**config.mk**
```make
export PLATFORM = sky130hd
export DESIGN_NAME = gpio8_port
export DESIGN_NICKNAME = d
export VERILOG_FILES = /design/src/rtl/gpio8_port.sv
export SDC_FILE = /design/constraint.sdc
export NUM_CORES = 1
export LEC_CHECK = 0
export CAP_MARGIN = 5
export CORE_UTILIZATION = 51
export CTS_CLUSTER_SIZE = 30
export DETAILED_ROUTE_END_ITERATION = 12
export GPL_TIMING_DRIVEN = 0
export PLACE_DENSITY_LB_ADDON = 0.05
export SLEW_MARGIN = 20
export SYNTH_ARGS = -nofsm -noshare
export SYNTH_HDL_FRONTEND = slang
export SYNTH_SLANG_ARGS = --single-unit
```
**constraint.sdc**
```tcl
create_clock -name clk -period 5.6 [get_ports clk]
set_input_delay 1.12 -clock clk [delete_from_list [all_inputs] [get_ports clk]]
set_output_delay 1.12 -clock clk [all_outputs]
set_load 0.02 [all_outputs]
```
**src/rtl/gpio8_port.sv**
```systemverilog
module gpio8_port #(
  parameter int NPINS = 8,
  parameter int DW    = 32,
  parameter int SYNC  = 2
) (
  input  logic             clk,
  input  logic             rst_n,
  input  logic             bus_en,
  input  logic             bus_wr,
  input  logic [7:0]       bus_addr,
  input  logic [DW-1:0]    bus_wdata,
  output logic [DW-1:0]    bus_rdata,
  input  logic [NPINS-1:0] pad_in,
  output logic [NPINS-1:0] pad_out,
  output logic [NPINS-1:0] pad_oe,
  output logic [NPINS-1:0] pad_pullup,
  output logic             irq
);
  localparam int NMODE = 3;
  localparam logic [3:0] G_OUT = 4'h0, G_PIN = 4'h1, G_MODE0 = 4'h2,
                         G_CMP = 4'h5, G_MSK = 4'h6;

  logic [NPINS-1:0] out_q, cmp_q, msk_q, pin_s;
  logic [NPINS-1:0] mode_q [NMODE];
  logic [NPINS-1:0] sync_q [SYNC];

  wire [3:0] grp = bus_addr[7:4];
  wire [3:0] sub = bus_addr[3:0];
  wire alias_ok = (sub == 4'h0) || (sub == 4'h4) || (sub == 4'h8);
  wire wr = bus_en && bus_wr && alias_ok;
  wire [NPINS-1:0] wd = bus_wdata[NPINS-1:0];
  wire unused_wdata = ^bus_wdata[DW-1:NPINS];

  function automatic logic [NPINS-1:0] upd(input logic [NPINS-1:0] cur,
                                           input logic [3:0] s,
                                           input logic [NPINS-1:0] d);
    case (s)
      4'h4:    return cur | d;
      4'h8:    return cur & ~d;
      default: return d;
    endcase
  endfunction

  always_ff @(posedge clk) begin
    if (!rst_n) begin
      out_q <= '0;
      cmp_q <= '0;
      msk_q <= '0;
    end else if (wr) begin
      if (grp == G_OUT) out_q <= upd(out_q, sub, wd);
      if (grp == G_CMP) cmp_q <= upd(cmp_q, sub, wd);
      if (grp == G_MSK) msk_q <= upd(msk_q, sub, wd);
    end
  end

  for (genvar k = 0; k < NMODE; k++) begin : g_mode
    always_ff @(posedge clk) begin
      if (!rst_n) mode_q[k] <= '0;
      else if (wr && grp == G_MODE0 + 4'(k)) mode_q[k] <= upd(mode_q[k], sub, wd);
    end
  end

  for (genvar s = 0; s < SYNC; s++) begin : g_sync
    always_ff @(posedge clk) begin
      if (!rst_n) sync_q[s] <= '0;
      else if (s == 0) sync_q[s] <= pad_in;
      else sync_q[s] <= sync_q[(s == 0) ? 0 : s-1];
    end
  end
  assign pin_s = sync_q[SYNC-1];

  always_comb begin
    logic [NPINS-1:0] v;
    v = '0;
    if (alias_ok) begin
      case (grp)
        G_OUT: v = out_q;
        G_PIN: v = (sub == 4'h0) ? pin_s : '0;
        G_CMP: v = cmp_q;
        G_MSK: v = msk_q;
        default: v = '0;
      endcase
      for (int k = 0; k < NMODE; k++)
        if (grp == G_MODE0 + 4'(k)) v = mode_q[k];
    end
    bus_rdata = {{(DW-NPINS){1'b0}}, v};
  end

  always_comb begin
    for (int i = 0; i < NPINS; i++) begin
      logic [2:0] m;
      m = {mode_q[2][i], mode_q[1][i], mode_q[0][i]};
      pad_pullup[i] = (m == 3'b000);
      pad_oe[i]     = 1'b0;
      pad_out[i]    = 1'b0;
      if (!m[2] && m[0]) begin
        pad_oe[i] = ~out_q[i];
      end else if (m == 3'b010) begin
        pad_oe[i]  = 1'b1;
        pad_out[i] = out_q[i];
      end
    end
  end

  assign irq = |((pin_s ^ cmp_q) & msk_q);
endmodule

```
==> results of run 1 <==
==> logic make-up after synthesis <==
| group | share of synthesized area, % |
|---|---|
| muxes | 4.35 |
| buffers and inverters | 9.89 |
| other | 0.103 |
| xor gates and xnor gates | 1.92 |
| AOI/OAI and AO/OA | 21.6 |
| DFF | 41.6 |
| and+or+nand+nor | 20.6 |
==> power groups by stage <==
| stage | Sequential [mW] | Combinational [mW] | Clock, mW |
|---|---|---|---|
| 2_1_floorplan | 0.512 | 0.106 | 0 |
| 3_3_place_gp | 0.516 | 0.155 | 0 |
| 3_5_place_dp | 0.516 | 0.158 | 0 |
| 4_1_cts | 0.505 | 0.159 | 0.420 |
| 5_1_grt | 0.507 | 0.174 | 0.442 |
| 6_report | 0.506 | 0.162 | 0.423 |
==> cell usage after synthesis, types with 3 or more instances <==
master / number
a211oi_1: 22
a21oi_1: 26
a222oi_1: 6
a22oi_1: 10
a31oi_1: 3
and2_1: 16
buf_2: 6
buf_4: 24
buf_6: 4
clkbuf_1: 15
dfxtp_1: 40
edfxtp_1: 24
inv_1: 10
mux2_2: 7
mux2i_1: 8
nand2_1: 23
nand4_1: 3
nor2_1: 36
nor3_1: 42
o21ai_0: 16
o21bai_1: 8
o221ai_1: 8
o31ai_1: 6
or3_1: 3
xor2_1: 8
==> path summary, 6_finish.rpt <==
path | from | end | cells past startpoint
max | bus_addr[5] | bus_rdata[0] | 7
min | sync_q[0][7] | sync_q[1][7] | 1
max reg2reg | mode_q[0][3] | mode_q[0][3] | 2
min reg2reg | sync_q[0][7] | sync_q[1][7] | 1
==> sequential cells by signal (all words and copies together) (netlist names) <==
name and cells:
mode_q 24, out_q 8, cmp_q 8, msk_q 8, sync_q 16
==> through the flow <==
step / utilization (%) / instance area (sq um) / hold slack, ns / instances / power (mW)
floorplan: - / 3740 / 0.412 / 426 / 0.618
global placement: 63.5 / 4360 / 0.418 / 572 / 0.671
detailed placement: 63.9 / 4390 / 0.417 / 574 / 0.674
CTS: 66.9 / 4590 / 0.431 / 590 / 1.08
global route: 66.9 / 4590 / 0.441 / 590 / 1.12
finish: 66.9 / 4590 / 0.427 / 590 / 1.09
==> layer usage <==
metal	GRT usage, %	vias up	part of all wire [%]	wire (microns)
li1	-	1618	-	-
met1	39.6	1542	41	4490
met2	45.7	226	44	4810
met3	8.10	42	10	1130
met4	17.7	0	4.5	496
met5	0	-	0	0
==> critical path, cell delays in order <==
cell and delay [ns]:
clkdlybuf4s50_1 0.44, buf_2 0.21, or4b_2 0.69, nor2_1 0.56
a22oi_1 0.13, o31ai_1 0.14, clkdlybuf4s50_1 0.67
==> cell type report <==
| type | instances | area (sq um) |
|---|---|---|
| Timing Repair Buffer | 52 | 523 |
| Tap cell | 96 | 120 |
| Clock inverter | 5 | 55.1 |
| Multi-Input combinational cell | 300 | 1860 |
| Fill cell | 572 | 2280 |
| Clock buffer | 11 | 151 |
| Inverter | 12 | 45.0 |
| Sequential cell | 64 | 1520 |
| Buffer | 50 | 317 |
==> cell usage in the layout, fill, tap and decap left out, types with 10 or more instances in the layout <==
master           instances
a211oi_1                22
a21oi_1                 26
a22oi_1                 10
and2_1                  16
buf_4                   24
clkbuf_1                15
clkbuf_8                11
clkdlybuf4s50_1         50
conb_1                  24
dfxtp_1                 40
edfxtp_1                24
inv_1                   10
nand2_1                 23
nor2_1                  36
nor3_1                  42
o21ai_0                 14
==> results.cfg, run 1 <==
[detailed_routing]
drt_iter0_drc = 383
via_count = 3428
drt-wirelength-per-cell_microns = 18.5
dr.pass1.iters = 5
routed_wl_mm = 10.9
antenna_left = 0
drc_errors = 0
viasPerCell = 5.81

[die]
die_area_sq_um = 7510
ios = 109
rows = 30
die_w_microns = 86.7
core_sq_um = 6870
die_h_microns = 86.7
initial_utilization_pct = 53.2

[worst_setup_path]
crit_arrival_ns = 3.98
cp-end-kind = output pin
start_kind = input pin
path_class = in -> out
critPathRequiredTime_ns = 4.48
rrSetupSlack_ns = 4.68
crit_path_max_fanout = 10

[cells_and_area]
syn_to_final_growth_pct = 25.6
n_antenna_cell = 0
final_nets = 541
drive_gt1_share_pct = 15.4

[cts]
post_cts_resized = 0
cts-root-buf = clkbuf_8
postCtsSetupBuffers = 0
cts_tree = done
clkTransAtPathRegs_ns = 0.08
cts.path.max_buffers = 2
cts_made_buffers = 9
clkLatencyLatePin_ns = 0.35
cts.sink_count = 64
cts_hold_buf = 0
h-tree-depth = 3

[pwr]
power_density_nw_per_um2 = 237
p_sw_share_pct = 27.9
ir_worst_vdd_uv = 133
clockPowerShare_pct = 38.8
p_leak_nw = 1.66
p_int_mw = 0.786
p_comb_share_pct = 14.9
power_switching_mw = 0.305
pwr-share-seq_pct = 46.4

[timing]
period_needed_ns = 5.10
slew_violations = 0
finalClockSkew_ns = 0.00772
final-hold-violation-count = 0
setup_violations = 0
relSlewSlack_pct = 35.7
rsz0062_at_grt = no
finalCritPeriodShare_pct = 91.0
worst_pin_slew_ns = 0.958
fmax_mhz = 196
setup_tns_ns = 0
worst_slack_ns = 0.504

[yosys]
synth.distinct_cells = 49
syn-mean-instance-area_sq_um = 9.08
netlist_area_sq_um = 3660
synth_seq_cells = 64
ys_seq_area_share_pct = 41.6
synth-edff-count = 24
synthCells = 403
yosysTopAreaCell = dfxtp_1
ys_async_sr_fraction_pct = 0
yosysTopAreaCellShare_pct = 21.9
yosys_warnings = 0
synthFlopType = dfxtp_1
synth.top_cells.by_area = dfxtp_1 22%, edfxtp_1 20%, nor3_1 5.7%, buf_4 4.9%, a211oi_1 4.5%

[job]
maxCapViolCount = 0

[grt]
grt_pass1_vias = 3128
grt_max_degree = 12
grt_usage_pct = 30.5
antenna_found_initial = 0
grt-ovfl-total = 0
grt_pass1_wl_mm = 16.6

[status]
status = completed

[min_path]
hold_class = reg -> reg

[placed_design]
io_buffers = 50
hpwlAfterDp_mm = 7.41
dp_slack_ns = 0.556
gp_congestion = 0.923
(Power assumes the default switching activity.)
==> run 2: changes to the inputs <==
- CELL_PAD_IN_SITES_DETAIL_PLACEMENT: unset -> 1
- CELL_PAD_IN_SITES_GLOBAL_PLACEMENT: unset -> 1
- CORE_UTILIZATION: 51 -> 38
==> results.cfg, run 2 (synthesis gave the netlist of run 1 again) <==
[cts]
cts_made_buffers = 9
clkTransAtPathRegs_ns = 0.07
cts-root-buf = clkbuf_8
cts_tree = done
h-tree-depth = 3
clkLatencyLatePin_ns = 0.36
cts.sink_count = 64
cts.path.max_buffers = 2
post_cts_resized = 0
cts_hold_buf = 0
postCtsSetupBuffers = 0

[worst_setup_path]
worstPathCellList = clkdlybuf4s50_1 -> buf_2 -> or4b_2 -> nor2_1 -> a22oi_1 -> o31ai_1 -> clkdlybuf4s50_1
path_class = in -> out
start_kind = input pin
cp_top_family = buffers and inverters
cp_slowest_cell = or4b_2
worst-path-buf-inv = 3
critPathRequiredTime_ns = 4.48
crit_arrival_ns = 4.05
cp-end-kind = output pin
crit_path_max_fanout = 10
cp_common_cell = clkdlybuf4s50_1
slowest_delay_ns = 0.69

[placed_design]
io_buffers = 50
postPlaceCellArea_sq_um = 4410
hpwlAfterDp_mm = 8.53
gp_congestion = 0.863

[timing]
setup_tns_ns = 0
worst_pin_slew_ns = 0.958
fmax_mhz = 193
period_needed_ns = 5.17
final-hold-violation-count = 0
whs_ns = 0.437
rsz0062_at_grt = no
relSlewSlack_pct = 35.6
setup_violations = 0
finalCritPeriodShare_pct = 92.4
finalClockSkew_ns = 0.00508
slew_violations = 0

[cells_and_area]
top_register = mode_q
drive_gt1_share_pct = 15.2
largest_reg_flops = 24
final_nets = 539
final_cell_area_sq_um = 4650
syn_to_final_growth_pct = 27.1
n_fill_cell = 1125
n_antenna_cell = 0
top_regs = mode_q (24), sync_q (16)
finish.utilization_pct = 50.1
mostFrequentLayoutCells = 50 x clkdlybuf4s50_1, 42 x nor3_1, 40 x dfxtp_1
final_common_cell = clkdlybuf4s50_1

[die]
core_sq_um = 9280
rows = 35
initial_utilization_pct = 39.4
die_area_sq_um = 10000
die_h_microns = 100
ios = 109
die_w_microns = 100

[job]
maxCapViolCount = 0

[detailed_routing]
antenna_left = 0
dr.pass1.iters = 5
via_count = 3482
drt_iter0_drc = 217
routed_wl_mm = 12.5
viasPerCell = 5.61
drt-wirelength-per-cell_microns = 20.1
drc_errors = 0

[pwr]
p_leak_nw = 1.66
total_power_mw = 1.14
power_density_nw_per_um2 = 246
ir_worst_vdd_uv = 136

[grt]
grt_pass1_wl_mm = 19.2
grt_pass1_vias = 3401
grt-ovfl-total = 0
grt_usage_pct = 26.2
antenna_found_initial = 0
grt_max_degree = 13

[status]
status = completed

[min_path]
hold_class = reg -> reg
## run 2: changes by cell type in the layout (fill, tap and decap cells not counted)
cell,before,now
buf_6,6,4
clkinv_2,2,0
clkinvlp_4,2,0
clkbuf_1,15,16
clkinv_4,0,2
o21ai_1,2,0
inv_6,0,1
o21ai_2,0,2
clkbuf_16,0,2
clkbuf_8,11,9
## run 2: area by class of cell
class | count | area [sq um] | share of cell area, %
Multi-Input combinational cell | 300 | 1870 | 40.2
Sequential cell | 64 | 1520 | 32.7
Timing Repair Buffer | 50 | 500 | 10.8
Buffer | 50 | 317 | 6.81
Clock buffer | 12 | 178 | 3.82
Tap cell | 129 | 161 | 3.47
Clock inverter | 4 | 56.3 | 1.21
Inverter | 12 | 45.0 | 0.969
## run 2: stage by stage
stage,setup slack [ns],instances
2_1_floorplan,1.91,426
3_3_place_gp,0.532,605
3_5_place_dp,0.505,605
4_1_cts,0.425,621
5_1_grt,0.337,621
6_report,0.426,621
## run 2: path summary, 6_finish.rpt
kind | depth (start not counted) | startpoint | slack (ns) | endpoint
setup reg to reg | 2 | mode_q[2][1] | 4.67 | mode_q[2][1]
hold / removal | 1 | sync_q[0][3] | 0.44 | sync_q[1][3]
hold reg to reg | 1 | sync_q[0][3] | 0.44 | sync_q[1][3]
setup / recovery | 7 | bus_addr[5] | 0.43 | bus_rdata[2]
## run 2: metal layers
metal / vias up / part of all wire, % / track usage (%) / wire length [microns]
li1: 1623 / - / - / -
met1: 1694 / 42 / 32.1 / 5190
met2: 133 / 47 / 41.8 / 5870
met3: 32 / 7.4 / 7.17 / 924
met4: 0 / 4.1 / 14.5 / 515
met5: - / 0 / 0 / 0
## run 2: power by group
group / internal (mW) / switching [mW] / total (mW)
registers: 0.493 / 0.0123 / 0.506
logic: 0.0627 / 0.102 / 0.164
clock network: 0.263 / 0.208 / 0.471
total: 0.819 / 0.322 / 1.14
